==> src/rtl/la_cmd_pkg.sv <==
package la_cmd_pkg;

    localparam int BYTE_W    = 8;
    localparam int ARG_BYTES = 4;
    localparam int ARG_W     = BYTE_W * ARG_BYTES;

    localparam logic [7:0] OPC_RESET = 8'h00;
    localparam logic [7:0] OPC_RUN   = 8'h01;
    localparam logic [7:0] OPC_IDENT = 8'h02;
    localparam logic [7:0] OPC_META  = 8'h04;

    localparam int ID_LEN   = 4;
    localparam int META_LEN = 32;
    localparam int IDX_W    = $clog2(META_LEN);

    typedef enum logic [1:0] {
        RPL_NONE,
        RPL_IDENT,
        RPL_META
    } reply_kind_e;

    typedef struct packed {
        logic             valid;
        logic [BYTE_W-1:0] opcode;
    } short_evt_t;

    typedef struct packed {
        logic              valid;
        logic [BYTE_W-1:0] addr;
        logic [ARG_W-1:0]  data;
    } reg_wr_t;

    function automatic logic is_long(input logic [7:0] op);
        return op[7];
    endfunction

    function automatic logic [7:0] meta_key(input logic [2:0] kind, input logic [4:0] token);
        return {kind, token};
    endfunction

    // pos 0 selects the most significant byte
    function automatic logic [7:0] be_byte(input logic [31:0] w, input logic [1:0] pos);
        return w[8*(3-int'(pos)) +: 8];
    endfunction

    function automatic logic [7:0] ident_byte(input logic [1:0] pos);
        case (pos)
            2'd0:    return 8'h31;
            2'd1:    return 8'h53;
            2'd2:    return 8'h4C;
            default: return 8'h4F;
        endcase
    endfunction

endpackage

==> src/rtl/la_cmd_framer.sv <==
module la_cmd_framer
    import la_cmd_pkg::*;
(
    input  logic       clk,
    input  logic       rst,
    input  logic       rx_valid,
    input  logic [7:0] rx_byte,
    output short_evt_t short_o,
    output reg_wr_t    wr_o
);
    localparam int CNT_W = $clog2(ARG_BYTES);
    localparam logic [CNT_W-1:0] CNT_LAST = CNT_W'(ARG_BYTES - 1);

    typedef enum logic {FR_OP, FR_ARG} fr_state_e;

    fr_state_e          state;
    logic [CNT_W-1:0]   cnt;
    logic [7:0]         op_q;
    logic [ARG_W-1:0]   arg_q;
    logic [ARG_W-1:0]   arg_next;

    always_comb begin
        arg_next = arg_q;
        arg_next[int'(cnt)*8 +: 8] = rx_byte;
    end

    always_ff @(posedge clk) begin
        if (rst) begin
            state   <= FR_OP;
            cnt     <= '0;
            op_q    <= '0;
            arg_q   <= '0;
            short_o <= '0;
            wr_o    <= '0;
        end else begin
            short_o.valid <= 1'b0;
            wr_o.valid    <= 1'b0;
            if (rx_valid) begin
                case (state)
                    FR_OP: begin
                        if (is_long(rx_byte)) begin
                            op_q  <= rx_byte;
                            cnt   <= '0;
                            arg_q <= '0;
                            state <= FR_ARG;
                        end else begin
                            short_o <= '{valid: 1'b1, opcode: rx_byte};
                        end
                    end
                    default: begin
                        arg_q <= arg_next;
                        if (cnt == CNT_LAST) begin
                            wr_o  <= '{valid: 1'b1, addr: op_q, data: arg_next};
                            state <= FR_OP;
                        end else begin
                            cnt <= cnt + 1'b1;
                        end
                    end
                endcase
            end
        end
    end

    // run of consecutive zero bytes, saturating, used by the resync check
    logic [2:0] zrun;
    always_ff @(posedge clk) begin
        if (rst) zrun <= '0;
        else if (rx_valid) zrun <= (rx_byte != 8'h00) ? 3'd0 : ((zrun == 3'd5) ? 3'd5 : zrun + 3'd1);
    end

    assert_resync_R3: assert property (@(posedge clk) disable iff (rst)
        (zrun == 3'd5) |-> (state == FR_OP));

    assert_one_event_R1: assert property (@(posedge clk) disable iff (rst)
        $onehot0({short_o.valid, wr_o.valid}));

    assert_long_opcode_R2: assert property (@(posedge clk) disable iff (rst)
        wr_o.valid |-> wr_o.addr[7]);

endmodule

==> src/rtl/la_reply_rom.sv <==
module la_reply_rom
    import la_cmd_pkg::*;
#(
    parameter logic [31:0] PROBES    = 32'd32,
    parameter logic [31:0] MEM_BYTES = 32'd24576,
    parameter logic [31:0] MAX_RATE  = 32'd200000000,
    parameter logic [31:0] PROTO_VER = 32'd2,
    parameter logic [31:0] DEV_NAME  = 32'h4C414331,
    parameter logic [23:0] FW_VER    = 24'h322E31
)(
    input  reply_kind_e      kind,
    input  logic [IDX_W-1:0] idx,
    output logic [7:0]       byte_o
);
    // layout: name entry 0..5, version entry 6..10, four numeric entries of
    // five bytes from 11, closing key at 31
    localparam int NUM_BASE = 11;
    localparam int NUM_STEP = 1 + ARG_BYTES;

    int          pos;
    int          grp;
    int          off;
    logic [4:0]  tok;
    logic [31:0] val;

    always_comb begin
        pos = int'(idx);
        grp = (pos - NUM_BASE) / NUM_STEP;
        off = (pos - NUM_BASE) % NUM_STEP;
        case (grp)
            0:       begin tok = 5'h00; val = PROBES;    end
            1:       begin tok = 5'h01; val = MEM_BYTES; end
            2:       begin tok = 5'h03; val = MAX_RATE;  end
            default: begin tok = 5'h04; val = PROTO_VER; end
        endcase

        byte_o = 8'h00;
        if (kind == RPL_IDENT) begin
            byte_o = ident_byte(idx[1:0]);
        end else if (kind == RPL_META) begin
            if (pos == 0)
                byte_o = meta_key(3'd0, 5'h01);
            else if (pos <= 4)
                byte_o = DEV_NAME[8*(4-pos) +: 8];
            else if (pos == 6)
                byte_o = meta_key(3'd0, 5'h02);
            else if (pos >= 7 && pos <= 9)
                byte_o = FW_VER[8*(9-pos) +: 8];
            else if (pos >= NUM_BASE && pos < NUM_BASE + 4*NUM_STEP) begin
                if (off == 0)
                    byte_o = meta_key(3'd1, tok);
                else
                    byte_o = be_byte(val, 2'(off - 1));
            end
        end
    end

endmodule

==> src/rtl/la_reply_sender.sv <==
module la_reply_sender
    import la_cmd_pkg::*;
#(
    parameter logic [31:0] PROBES    = 32'd32,
    parameter logic [31:0] MEM_BYTES = 32'd24576,
    parameter logic [31:0] MAX_RATE  = 32'd200000000,
    parameter logic [31:0] PROTO_VER = 32'd2,
    parameter logic [31:0] DEV_NAME  = 32'h4C414331,
    parameter logic [23:0] FW_VER    = 24'h322E31
)(
    input  logic       clk,
    input  logic       rst,
    input  short_evt_t short_i,
    input  reg_wr_t    wr_i,
    input  logic       tx_ready,
    output logic       tx_valid,
    output logic [7:0] tx_byte
);
    localparam logic [IDX_W-1:0] ID_LAST   = IDX_W'(ID_LEN - 1);
    localparam logic [IDX_W-1:0] META_LAST = IDX_W'(META_LEN - 1);

    reply_kind_e      kind;
    logic             busy;
    logic [IDX_W-1:0] idx;
    logic             evt;
    logic             start_id;
    logic             start_meta;
    logic [IDX_W-1:0] last_idx;

    assign evt        = short_i.valid | wr_i.valid;
    assign start_id   = short_i.valid && (short_i.opcode == OPC_IDENT);
    assign start_meta = short_i.valid && (short_i.opcode == OPC_META);
    assign last_idx   = (kind == RPL_IDENT) ? ID_LAST : META_LAST;
    assign tx_valid   = busy && tx_ready;

    always_ff @(posedge clk) begin
        if (rst) begin
            busy <= 1'b0;
            kind <= RPL_NONE;
            idx  <= '0;
        end else if (start_id || start_meta) begin
            busy <= 1'b1;
            kind <= start_id ? RPL_IDENT : RPL_META;
            idx  <= '0;
        end else if (evt) begin
            busy <= 1'b0;
            kind <= RPL_NONE;
            idx  <= '0;
        end else if (tx_valid) begin
            if (idx == last_idx) begin
                busy <= 1'b0;
                kind <= RPL_NONE;
                idx  <= '0;
            end else begin
                idx <= idx + 1'b1;
            end
        end
    end

    la_reply_rom #(
        .PROBES(PROBES), .MEM_BYTES(MEM_BYTES), .MAX_RATE(MAX_RATE),
        .PROTO_VER(PROTO_VER), .DEV_NAME(DEV_NAME), .FW_VER(FW_VER)
    ) u_rom (
        .kind  (kind),
        .idx   (idx),
        .byte_o(tx_byte)
    );

    assert_hold_when_stalled_R8: assert property (@(posedge clk) disable iff (rst)
        (busy && !tx_ready && !evt) |=> (busy && $stable(idx)));

    assert_abort_on_command_R9: assert property (@(posedge clk) disable iff (rst)
        (busy && evt && !start_id && !start_meta) |=> !busy);

    assert_closing_key_R6: assert property (@(posedge clk) disable iff (rst)
        (tx_valid && kind == RPL_META && idx == META_LAST) |-> (tx_byte == 8'h00));

endmodule

==> src/rtl/la_cmd_front.sv <==
module la_cmd_front
    import la_cmd_pkg::*;
#(
    parameter logic [31:0] PROBES    = 32'd32,
    parameter logic [31:0] MEM_BYTES = 32'd24576,
    parameter logic [31:0] MAX_RATE  = 32'd200000000,
    parameter logic [31:0] PROTO_VER = 32'd2,
    parameter logic [31:0] DEV_NAME  = 32'h4C414331,
    parameter logic [23:0] FW_VER    = 24'h322E31
)(
    input  logic        clk,
    input  logic        rst,
    input  logic        rx_valid,
    input  logic [7:0]  rx_byte,
    input  logic        tx_ready,
    output logic        tx_valid,
    output logic [7:0]  tx_byte,
    output logic        reset_pulse,
    output logic        run_pulse,
    output logic        reg_wr,
    output logic [7:0]  reg_addr,
    output logic [31:0] reg_data
);
    short_evt_t short_evt;
    reg_wr_t    wr_evt;

    la_cmd_framer u_framer (
        .clk     (clk),
        .rst     (rst),
        .rx_valid(rx_valid),
        .rx_byte (rx_byte),
        .short_o (short_evt),
        .wr_o    (wr_evt)
    );

    la_reply_sender #(
        .PROBES(PROBES), .MEM_BYTES(MEM_BYTES), .MAX_RATE(MAX_RATE),
        .PROTO_VER(PROTO_VER), .DEV_NAME(DEV_NAME), .FW_VER(FW_VER)
    ) u_sender (
        .clk     (clk),
        .rst     (rst),
        .short_i (short_evt),
        .wr_i    (wr_evt),
        .tx_ready(tx_ready),
        .tx_valid(tx_valid),
        .tx_byte (tx_byte)
    );

    assign reset_pulse = short_evt.valid && (short_evt.opcode == OPC_RESET);
    assign run_pulse   = short_evt.valid && (short_evt.opcode == OPC_RUN);
    assign reg_wr      = wr_evt.valid;
    assign reg_addr    = wr_evt.addr;
    assign reg_data    = wr_evt.data;

    assert_exclusive_strobes_R4: assert property (@(posedge clk) disable iff (rst)
        $onehot0({reset_pulse, run_pulse, reg_wr}));

    assert_pulse_single_cycle_R4: assert property (@(posedge clk) disable iff (rst)
        (run_pulse && !rx_valid) |=> !run_pulse);

endmodule

==> config.mk <==
export PLATFORM = sky130hd
export DESIGN_NAME = la_cmd_front
export DESIGN_NICKNAME = d
export VERILOG_FILES = /design/src/rtl/la_cmd_pkg.sv /design/src/rtl/la_cmd_framer.sv /design/src/rtl/la_reply_rom.sv /design/src/rtl/la_reply_sender.sv /design/src/rtl/la_cmd_front.sv
export SDC_FILE = /design/constraint.sdc
export NUM_CORES = 1
export LEC_CHECK = 0
export ABC_AREA = 1
export ABC_CLOCK_PERIOD_IN_PS = 6800
export CAP_MARGIN = 30
export CORE_MARGIN = 5
export CORE_UTILIZATION = 45
export CTS_CLUSTER_DIAMETER = 100
export DETAILED_ROUTE_END_ITERATION = 7
export DONT_BUFFER_PORTS = 1
export GPL_ROUTABILITY_DRIVEN = 0
export SLEW_MARGIN = 20
export SYNTH_ARGS = -nofsm -noshare
export SYNTH_HDL_FRONTEND = slang
export SYNTH_SLANG_ARGS = --single-unit
==> constraint.sdc <==
create_clock -name clk -period 6.8 [get_ports clk]
set_input_delay 0.34 -clock clk [delete_from_list [all_inputs] [get_ports clk]]
set_output_delay 0.34 -clock clk [all_outputs]
set_load 0.02 [all_outputs]
==> results_dict.tcl <==
set metrics [dict create \
    cts_tree "built" \
    internal_power_uw 993 \
    clk_latency_ns 0.35 \
    power.share.clock_pct 43.8 \
    timing.rr.end "u_framer.wr_o[12]$_SDFFE_PP0P_" \
    rrSetupSlack_ns 4.00 \
    start_util_pct 46.3 \
    grtUsageTotal_pct 19.8 \
    seqPwrFrac_pct 45.9 \
    instances_no_fill 960 \
    min_path_cells 1 \
    placedCellCount 944 \
    async_flop_share_pct 0 \
    rows 40 \
    postLayoutCoreUtil_pct 50.1 \
    slowest_delay_ns 0.43 \
    p_sw_uw 316 \
    synth_flop_cell "dfxtp_1" \
    p_per_area_mw_per_mm2 215 \
    crit_top_cell "nand2_1" \
    r2r_cells 6 \
    wl_microns 14600 \
    ir_drop_uv 153 \
    syn_area_sq_mm 0.00563 \
    first_pass_iters 5 \
    ys_warn_count 0 \
    power.share.switching_pct 24.1 \
    worstSetupEndpointType "output pin" \
    synth_edf_count 0 \
    drive_above_1_share_pct 9.47 \
    post_drt_wl_per_cell_microns 15.2 \
    fp.dieH_microns 122 \
    area_growth_syn_to_layout_pct 8.27 \
    dieWidth_microns 122 \
    vias 5251 \
    yosys.area.top_type_share_pct 35.6 \
    final-max-slew-violation-count 0 \
    final_cell_mix "172 x nand2_1, 99 x dfxtp_1, 75 x inv_1" \
    holdWs_ns 0.0565 \
    tightest_slew_ns 1.04 \
    slew_headroom_pct 30.2 \
    drt-initial-drc-count 383 \
    reg2reg_from "u_framer.state$_SDFFE_PP0P_" \
    portBuffers 0 \
    tns_ns 0 \
    cp.arrival_ns 5.73 \
    hold_violations 0 \
    cts_buffers 9 \
    placed_area_sq_mm 0.00575 \
    ys_types 44 \
    antenna_cells 0 \
    period_share_pct 89.2 \
    grt_pass1_vias 4827 \
    path_max_fanout 13 \
    design_area_sq_mm 0.00610 \
    ys_ff_latch 100 \
    rsz0062_at_grt "false" \
    root_buffer "clkbuf_16" \
    post-cts-setup-buffers 0 \
    hold_path.class "input port to register" \
    finalSetupViolCount 0 \
    power_leakage_uw 0.00254 \
    netlist_top_cells_area "dfxtp_1 36%, nand2_1 11%, nand3_1 6.3%" \
    antenna_found_initial 0 \
    clock_sinks 100 \
    grt_max_degree 42 \
    cts_max_level 3 \
    pin_count 64 \
    die_area_sq_mm 0.0148 \
    fin_crit_ns 6.07 \
    grt_pass1_wl_microns 24000 \
    synth_largest_area_cell "dfxtp_1" \
    core_sq_mm 0.0122 \
    synth_seq_area_share_pct 35.6 \
    startpoint_type "register" \
    final_common_cell "nand2_1" \
    avgViaCountPerCell 5.47 \
    syn_area_per_cell_sq_um 7.03 \
    fin_skew_ns 0.00701 \
    syn-num-nets 837 \
    cts.path.max_buffers 2 \
    final_nets 823 \
    combPwrFrac_pct 10.3 \
    status "completed" \
    worstHoldStart "rst" \
    antenna_left 0 \
    dpl.hpwl_microns 11000 \
    drcViolationCount 0 \
    crit_slowest_cell "dfxtp_2" \
    holdPathEnd "u_framer.arg_q[7]$_SDFFE_PP0P_" \
    crit_required_ns 6.46 \
    gr-total-overflow 0 \
    maxCapViolations 0 \
    postCtsHoldBufs 0 \
    synthCells 801 \
    clk_pin_slew_ns 0.07 \
    fmax_mhz 165 \
    critPathKind "register to output pin" \
]
-- Yosys cell counts (6+ instances only) --
cell type and n:
nand2_1 172, dfxtp_1 100, inv_1 75, nor2_1 73, nand3_1 71, o21ai_0 59
a21oi_1 50, clkbuf_1 28, a2bb2oi_1 24, ha_1 24, a22oi_1 16, inv_2 13
nand2_2 12, nand4_1 9, o21ai_1 8, o22ai_1 8, nand3_2 7, nor3_1 6
-- layer usage --
layer / global-route usage [%] / share of wire (%) / vias to the layer above
li1: - / - / 2653
met1: 27.2 / 47 / 2453
met2: 30.8 / 44 / 129
met3: 5.48 / 6.7 / 16
met4: 5.04 / 1.5 / 0
met5: 0 / 0 / -
-- flip-flops by register name (all words and copies together) (netlist names) --
name	flops
u_framer.state	1
u_framer.op_q	8
u_sender.kind	2
u_framer.cnt	2
u_framer.arg_q	32
u_sender.busy	1
u_sender.idx	5
u_framer.wr_o	41
u_framer.short_o	8
-- layout make-up --
| type | instances | area (sq um) |
|---|---|---|
| Tap cell | 168 | 210 |
| Clock inverter | 7 | 115 |
| Clock buffer | 9 | 225 |
| Timing Repair Buffer | 7 | 52.6 |
| Sequential cell | 100 | 2000 |
| Fill cell | 1176 | 6070 |
| Multi-Input combinational cell | 578 | 3150 |
| Inverter | 91 | 342 |
-- cell families (layout without fill, tap and decap cells) --
logic type | Yosys count | in the layout | synth area share, %
buffers and inverters | 123 | 114 | 8.60
and+or+nand+nor | 368 | 368 | 30.2
AOI/OAI and AO/OA | 182 | 182 | 19.6
DFF | 100 | 100 | 35.6
adders and majority gates | 24 | 24 | 5.33
xor gates and xnor gates | 4 | 4 | 0.622
-- worst max-delay path, delay by kind of cell, from the launching register on --
| family | cells | cell delay [ns] |
|---|---|---|
| fa+ha+maj | 5 | 1.22 |
| buf+inv | 8 | 0.86 |
| flops | 1 | 0.43 |
| simple gates | 25 | 2.44 |
| compound gates | 3 | 0.42 |
-- stage by stage --
step                worst slack, ns  total power [uW]
floorplan                      1.57               723
global placement               1.22               743
detailed placement            0.954               747
CTS                           0.565              1320
global route                  0.148              1370
finish                        0.731              1310
-- how the worst max path moves through the flow --
| stage | endpoint | start | slack [ns] |
|---|---|---|---|
| after floorplan | tx_byte[0] | u_sender.idx[1]$_SDFFE_PP0P_ | 1.57 |
| after global placement | tx_byte[5] | u_sender.idx[1]$_SDFFE_PP0P_ | 1.22 |
| after detailed placement | tx_byte[5] | u_sender.idx[1]$_SDFFE_PP0P_ | 0.95 |
| after CTS | tx_byte[5] | u_sender.idx[1]$_SDFFE_PP0P_ | 0.57 |
| after global routing | tx_byte[5] | u_sender.idx[1]$_SDFFE_PP0P_ | 0.15 |
| final | tx_byte[5] | u_sender.idx[1]$_SDFFE_PP0P_ | 0.73 |
-- timing repair --
| item | CTS | global route |
|---|---|---|
| endpoints found under the hold margin | 0 | 0 |
| gates resized for setup | 0 | 1 |
| endpoints found under the setup margin | 0 | 1 |
-- power groups by stage --
stage          registers (uW)  logic, uW  clock network [uW]
4_1_cts                   601        134                 584
5_1_grt                   602        152                 612
3_5_place_dp              614        133                   0
2_1_floorplan             612        111                   0
3_3_place_gp              614        129                   0
6_report                  601        135                 574
Power figures use the tool's default switching activity.
